<file path="src/rtl/burst_tx_pkg.sv">
package burst_tx_pkg;
  typedef enum logic [1:0] {ST_IDLE, ST_LOAD, ST_SEND} tx_state_e;

  function automatic logic [15:0] crc16_next(logic [15:0] c, logic b);
    logic fb;
    fb = b ^ c[15];
    return {c[14:0], 1'b0} ^ (fb ? 16'h1021 : 16'h0000);
  endfunction

  function automatic logic [7:0] crc8_next(logic [7:0] c, logic b);
    logic fb;
    fb = b ^ c[7];
    return {c[6:0], 1'b0} ^ (fb ? 8'h07 : 8'h00);
  endfunction
endpackage

</file>
<file path="src/rtl/burst_host_loader.sv">
module burst_host_loader #(
  parameter int MAX_BITS = 256,
  parameter int CNT_W    = $clog2(MAX_BITS + 1),
  parameter int BUF_IW   = $clog2(MAX_BITS)
) (
  input  logic                clk_i,
  input  logic                rst_ni,
  input  logic                clear_i,
  input  logic                load_en_i,
  input  logic                host_clk_i,
  input  logic                host_data_i,
  input  logic [CNT_W-1:0]    cap_i,
  output logic [MAX_BITS-1:0] buf_o,
  output logic [CNT_W-1:0]    count_o,
  output logic                wr_o,
  output logic                ovf_o
);
  logic hclk_q;
  logic rise;
  logic fits;

  assign rise = host_clk_i & ~hclk_q;
  assign fits = count_o < cap_i;
  assign wr_o = load_en_i & rise & fits;

  always_ff @(posedge clk_i or negedge rst_ni) begin
    if (!rst_ni) begin
      hclk_q  <= 1'b0;
      buf_o   <= '0;
      count_o <= '0;
      ovf_o   <= 1'b0;
    end else begin
      hclk_q <= host_clk_i;
      if (clear_i) begin
        count_o <= '0;
        ovf_o   <= 1'b0;
      end else if (wr_o) begin
        buf_o[count_o[BUF_IW-1:0]] <= host_data_i;
        count_o <= count_o + 1'b1;
      end else if (load_en_i && rise) begin
        ovf_o <= 1'b1;
      end
    end
  end
endmodule

</file>
<file path="src/rtl/burst_crc_unit.sv">
module burst_crc_unit
  import burst_tx_pkg::*;
(
  input  logic        clk_i,
  input  logic        rst_ni,
  input  logic        clear_i,
  input  logic        wr_i,
  input  logic        bit_i,
  output logic [15:0] crc16_o,
  output logic [7:0]  crc8_o
);
  always_ff @(posedge clk_i or negedge rst_ni) begin
    if (!rst_ni) begin
      crc16_o <= '1;
      crc8_o  <= '1;
    end else if (clear_i) begin
      crc16_o <= '1;
      crc8_o  <= '1;
    end else if (wr_i) begin
      crc16_o <= crc16_next(crc16_o, bit_i);
      crc8_o  <= crc8_next(crc8_o, bit_i);
    end
  end
endmodule

</file>
<file path="src/rtl/burst_frame_ser.sv">
module burst_frame_ser
  import burst_tx_pkg::*;
#(
  parameter int MAX_BITS = 256,
  parameter int PRE_LEN  = 8,
  parameter int CNT_W    = $clog2(MAX_BITS + 1),
  parameter int BUF_IW   = $clog2(MAX_BITS),
  parameter int FRAME_W  = $clog2(PRE_LEN + MAX_BITS + 1)
) (
  input  logic                clk_i,
  input  logic                rst_ni,
  input  logic                ce_i,
  input  logic                tick_i,
  input  logic [MAX_BITS-1:0] buf_i,
  input  logic [CNT_W-1:0]    count_i,
  input  logic [4:0]          crc_len_i,
  input  logic                crc_long_i,
  input  logic [15:0]         crc16_i,
  input  logic [7:0]          crc8_i,
  output logic                clear_o,
  output logic                load_en_o,
  output logic                tx_data_o,
  output logic                tx_active_o,
  output logic                done_o
);
  tx_state_e            state_q;
  logic [FRAME_W-1:0]   idx_q, tot_q, rel, crc_j;
  logic                 first_bit, bit_nxt;

  assign clear_o     = (state_q == ST_IDLE) && ce_i;
  assign load_en_o   = (state_q == ST_LOAD) && ce_i;
  assign tx_active_o = (state_q == ST_SEND);

  assign first_bit = (count_i != '0) && buf_i[0];
  assign rel       = idx_q - FRAME_W'(PRE_LEN);
  assign crc_j     = rel - FRAME_W'(count_i);

  always_comb begin
    if (idx_q < FRAME_W'(PRE_LEN))
      bit_nxt = first_bit ^ idx_q[0];
    else if (rel < FRAME_W'(count_i))
      bit_nxt = buf_i[rel[BUF_IW-1:0]];
    else if (crc_long_i)
      bit_nxt = crc16_i[4'd15 - crc_j[3:0]];
    else
      bit_nxt = crc8_i[3'd7 - crc_j[2:0]];
  end

  always_ff @(posedge clk_i or negedge rst_ni) begin
    if (!rst_ni) begin
      state_q   <= ST_IDLE;
      idx_q     <= '0;
      tot_q     <= '0;
      tx_data_o <= 1'b0;
      done_o    <= 1'b0;
    end else begin
      done_o <= 1'b0;
      unique case (state_q)
        ST_IDLE: begin
          tx_data_o <= 1'b0;
          if (ce_i) state_q <= ST_LOAD;
        end
        ST_LOAD: begin
          if (!ce_i) begin
            state_q <= ST_SEND;
            idx_q   <= '0;
            tot_q   <= FRAME_W'(PRE_LEN) + FRAME_W'(count_i) + FRAME_W'(crc_len_i);
          end
        end
        ST_SEND: begin
          if (tick_i) begin
            if (idx_q == tot_q) begin
              state_q   <= ST_IDLE;
              done_o    <= 1'b1;
              tx_data_o <= 1'b0;
            end else begin
              tx_data_o <= bit_nxt;
              idx_q     <= idx_q + 1'b1;
            end
          end
        end
        default: state_q <= ST_IDLE;
      endcase
    end
  end
endmodule

</file>
<file path="src/rtl/burst_tx_asm.sv">
module burst_tx_asm #(
  parameter int MAX_BITS = 256,
  parameter int PRE_LEN  = 8
) (
  input  logic clk_i,
  input  logic rst_ni,
  input  logic ce_i,
  input  logic host_clk_i,
  input  logic host_data_i,
  input  logic bit_tick_i,
  input  logic crc_en_i,
  input  logic crc_long_i,
  output logic tx_data_o,
  output logic tx_active_o,
  output logic done_o,
  output logic overflow_o
);
  localparam int CNT_W  = $clog2(MAX_BITS + 1);
  localparam int BUF_IW = $clog2(MAX_BITS);

  logic [MAX_BITS-1:0] buf_w;
  logic [CNT_W-1:0]    count_w, cap_w;
  logic [4:0]          crc_len;
  logic [15:0]         crc16_w;
  logic [7:0]          crc8_w;
  logic                clear_w, load_en_w, wr_w;

  assign crc_len = !crc_en_i ? 5'd0 : (crc_long_i ? 5'd16 : 5'd8);
  assign cap_w   = CNT_W'(MAX_BITS) - CNT_W'(crc_len);

  burst_host_loader #(.MAX_BITS(MAX_BITS), .CNT_W(CNT_W), .BUF_IW(BUF_IW)) u_loader (
    .clk_i(clk_i), .rst_ni(rst_ni), .clear_i(clear_w), .load_en_i(load_en_w),
    .host_clk_i(host_clk_i), .host_data_i(host_data_i), .cap_i(cap_w),
    .buf_o(buf_w), .count_o(count_w), .wr_o(wr_w), .ovf_o(overflow_o)
  );

  burst_crc_unit u_crc (
    .clk_i(clk_i), .rst_ni(rst_ni), .clear_i(clear_w), .wr_i(wr_w),
    .bit_i(host_data_i), .crc16_o(crc16_w), .crc8_o(crc8_w)
  );

  burst_frame_ser #(.MAX_BITS(MAX_BITS), .PRE_LEN(PRE_LEN)) u_ser (
    .clk_i(clk_i), .rst_ni(rst_ni), .ce_i(ce_i), .tick_i(bit_tick_i),
    .buf_i(buf_w), .count_i(count_w), .crc_len_i(crc_len), .crc_long_i(crc_long_i),
    .crc16_i(crc16_w), .crc8_i(crc8_w), .clear_o(clear_w), .load_en_o(load_en_w),
    .tx_data_o(tx_data_o), .tx_active_o(tx_active_o), .done_o(done_o)
  );
endmodule

</file>
<file path="config.mk">
export PLATFORM = sky130hd
export DESIGN_NAME = burst_tx_asm
export DESIGN_NICKNAME = d
export VERILOG_FILES = /design/src/rtl/burst_tx_pkg.sv /design/src/rtl/burst_host_loader.sv /design/src/rtl/burst_crc_unit.sv /design/src/rtl/burst_frame_ser.sv /design/src/rtl/burst_tx_asm.sv
export SDC_FILE = /design/constraint.sdc
export NUM_CORES = 1
export LEC_CHECK = 0
export BUFFER_PORTS_ARGS = -buffer_cell sky130_fd_sc_hd__buf_4
export CORE_UTILIZATION = 58
export DETAILED_ROUTE_END_ITERATION = 8
export MAX_ROUTING_LAYER = met4
export PLACE_DENSITY = 0.77
export SYNTH_ARGS = -nofsm -noshare
export SYNTH_HDL_FRONTEND = slang
export SYNTH_SLANG_ARGS = --single-unit
</file>
<file path="constraint.sdc">
create_clock -name clk_i -period 3.75 [get_ports clk_i]
set_clock_uncertainty 0.1 [all_clocks]
set_input_delay 0 -clock clk_i [delete_from_list [all_inputs] [get_ports clk_i]]
set_output_delay 0 -clock clk_i [all_outputs]
set_load 0.02 [all_outputs]
</file>
==> flow_metrics.env <==
export IMPL_syn2layout_area_growth_pct=8.07
export IMPL_min_period_ns=3.39
export IMPL_drive_gt1_share_pct=29.9
export IMPL_antenna_found_initial=0
export IMPL_post_cts_resized=0
export IMPL_reg2reg_slack_ns=0.36
export IMPL_cts_root_buf="clkbuf_16"
export IMPL_cp_end_kind="flip-flop"
export IMPL_hold_start="host_data_i"
export IMPL_powerDensity_nw_per_um2=466
export IMPL_initial_core_util_pct=59.1
export IMPL_finalCritPeriodShare_pct=90.5
export IMPL_grt_total_usage_pct=29.5
export IMPL_critPathLaunchType="flip-flop"
export IMPL_r2r_end="u_ser.tx_data_o"
export IMPL_reg2reg_depth=9
export IMPL_clock_path_buffers=3
export IMPL_portBuffers=11
export IMPL_place_congestion=0.908
export IMPL_rsz0062_at_grt="no"
export IMPL_outcome="complete, no violations"
export IMPL_critPathRequiredTime_ns=4.00
export IMPL_drc=0
export IMPL_grt_pass1_vias=12200
export IMPL_tns_ns=0
export IMPL_ioPinCount=12
export IMPL_tightest_slew_ns=1.17
export IMPL_async_flop_share_pct=100
export IMPL_grt_first_pass_wirelength_mm=67.9
export IMPL_numCtsBuffers=35
export IMPL_min_delay_worst_endpoint="u_loader.buf_o[245]"
export IMPL_dp_cells=1768
export IMPL_r2r_start="u_ser.idx_q[1]"
export IMPL_ir_drop_mv=0.310
export IMPL_coreArea_um2=28800
export IMPL_total_power_uw=8570
export IMPL_grt_overflow_total=0
export IMPL_grt_start_max_net_pins=161
export IMPL_crit_arrival_ns=3.64
export IMPL_hold_depth=2
export IMPL_fmaxAchievable_ghz=0.295
export IMPL_drt_iter0_markers=1321
export IMPL_h_tree_depth=2
export IMPL_critPathKind="reg2reg"
export IMPL_netlist_instances=1470
export IMPL_synth_avg_cell_area_um2=11.6
export IMPL_layout_commonest_cell="dfrtp_1"
export IMPL_synth_cell_types=60
export IMPL_leakage_uw=0.00808
export IMPL_final_setup_viol_count=0
export IMPL_std_cell_rows=62
export IMPL_fin_hold_ws_ns=0.0427
export IMPL_fin_nets=1463
export IMPL_routedWlPerCell_um=22.7
export IMPL_max_slew_margin_pct=21.8
export IMPL_synth_edff_count=0
export IMPL_fp_dieH_um=173
export IMPL_cap_viol_max_count=0
export IMPL_clk_latency_ns=0.51
export IMPL_wl_mm=41.6
export IMPL_cp_max_fo=49
export IMPL_final_cells=1834
export IMPL_netlist_area_um2=17000
export IMPL_finalHoldViolations=0
export IMPL_yosys_warnings=0
export IMPL_ys_flop_type="dfrtp_1"
export IMPL_die_width_um=173
export IMPL_final_max_slew_viol_count=0
export IMPL_drt_pass1_iterations=5
export IMPL_synthesis_nets=1506
export IMPL_dieArea_um2=30000
export IMPL_vias=11700
export IMPL_antenna_cells=0
export IMPL_clkTransAtPathRegs_ns=0.06
export IMPL_seq_area_frac_synth_pct=46.2
export IMPL_mostFrequentLayoutCells="dfrtp_1, mux2_2, nor3_1"
export IMPL_ant_nets=0
export IMPL_ys_ff_latch=313
export IMPL_hp_class="in2reg"
export IMPL_cts_tree="done"
export IMPL_clock_sinks=313
export IMPL_place_hpwl_mm=24.6
export IMPL_viasPerCell=6.38
==> cell usage after synthesis (all sizes together), types with 4 or more instances <==
master / n / area [um^2]
and2: 6 / 37.5
mux2i: 21 / 210
xnor2: 18 / 158
and4: 4 / 35.0
inv: 22 / 82.6
nand3: 21 / 105
a21oi: 16 / 80.1
dfstp: 24 / 631
or3: 6 / 37.5
mux2: 259 / 2950
nand4: 6 / 37.5
nand2: 185 / 694
xor2: 17 / 149
nor2b: 8 / 57.6
clkbuf: 81 / 324
buf: 52 / 410
mux4: 66 / 1490
nor3: 187 / 936
a211oi: 4 / 30.0
ha: 26 / 325
o2111ai: 4 / 35.0
o21a: 5 / 37.5
o21ai: 38 / 190
a31oi: 4 / 25.0
and3: 16 / 110
nor4: 9 / 131
o31ai: 4 / 30.0
dfrtp: 289 / 7230
nor2: 32 / 120
==> area by class of cell <==
type | count | area [um^2]
multi-input combinational | 999 | 8330
clock inverter | 10 | 103
fill | 2157 | 10400
timing repair buffer | 54 | 507
tap | 384 | 480
sequential | 313 | 7870
clock buffer | 50 | 1010
inverter | 24 | 90.1
==> worst max-delay path by stage <==
stage / from / end / slack (ns) / cells after the start
floorplan: u_ser.idx_q[0] / u_ser.tx_data_o / 0.19 / 10
global placement: u_ser.idx_q[1] / u_ser.tx_data_o / 0.40 / 9
global route: u_ser.idx_q[0] / u_ser.tx_data_o / 0.21 / 8
detailed placement: u_ser.idx_q[1] / u_ser.tx_data_o / 0.41 / 9
CTS: u_ser.idx_q[1] / u_ser.tx_data_o / 0.40 / 9
finish: u_ser.idx_q[1] / u_ser.tx_data_o / 0.36 / 9
==> per-stage QoR <==
stage	instance area [um^2]	setup slack, ns	util, %
after global routing	18400	0.205	63.9
after CTS	18400	0.398	63.9
after detailed placement	17200	0.410	59.8
final	18400	0.356	63.9
after global placement	17200	0.402	59.8
after floorplan	17000	0.190	-
==> routing by layer <==
layer / GRT usage, % / vias up / part of all wire, %
met5: - / - / 0
met4: 11.1 / 0 / 3.8
met3: 5.29 / 130 / 7.8
met2: 45.4 / 468 / 47
met1: 39.2 / 5928 / 41
li1: - / 5174 / -
==> flip-flops by register name, summed over array words and instances, names as in the netlist <==
signal,count
u_loader.buf_o,256
u_crc.crc16_o,16
u_loader.count_o,9
u_ser.idx_q,9
u_ser.tot_q,9
u_crc.crc8_o,8
u_ser.state_q,2
u_loader.hclk_q,1
u_loader.ovf_o,1
u_ser.done_o,1
u_ser.tx_data_o,1
==> power by group <==
part	internal (uW)	switching [uW]
sequential	3580	135
combinational	576	925
clock	2020	1340
total	6170	2400
==> worst max-delay path, cell delays in order, from the launching register on <==
cell	delay [ns]
dfrtp_4	0.42
buf_4	0.70
mux4_2	0.41
and2_1	0.17
a21oi_1	0.24
a311oi_1	0.16
nand3_1	0.14
a211oi_1	0.08
nor4_1	0.64
a211oi_1	0.16
==> repair_timing <==
| action | 4_1_cts | 5_1_grt |
|---|---|---|
| hold buffers | 6 | 0 |
| endpoints found under the hold margin | 141 | 0 |
| buffers inserted | 0 | 0 |
==> logic make-up after synthesis <==
family | count (synthesis) | synth area share, %
simple gates | 491 | 14.0
mux | 346 | 27.3
flops | 313 | 46.2
buf+inv | 158 | 4.90
compound gates | 99 | 3.66
xor+xnor | 35 | 1.80
fa+ha+maj | 28 | 2.15
(Power assumes the default switching activity.)
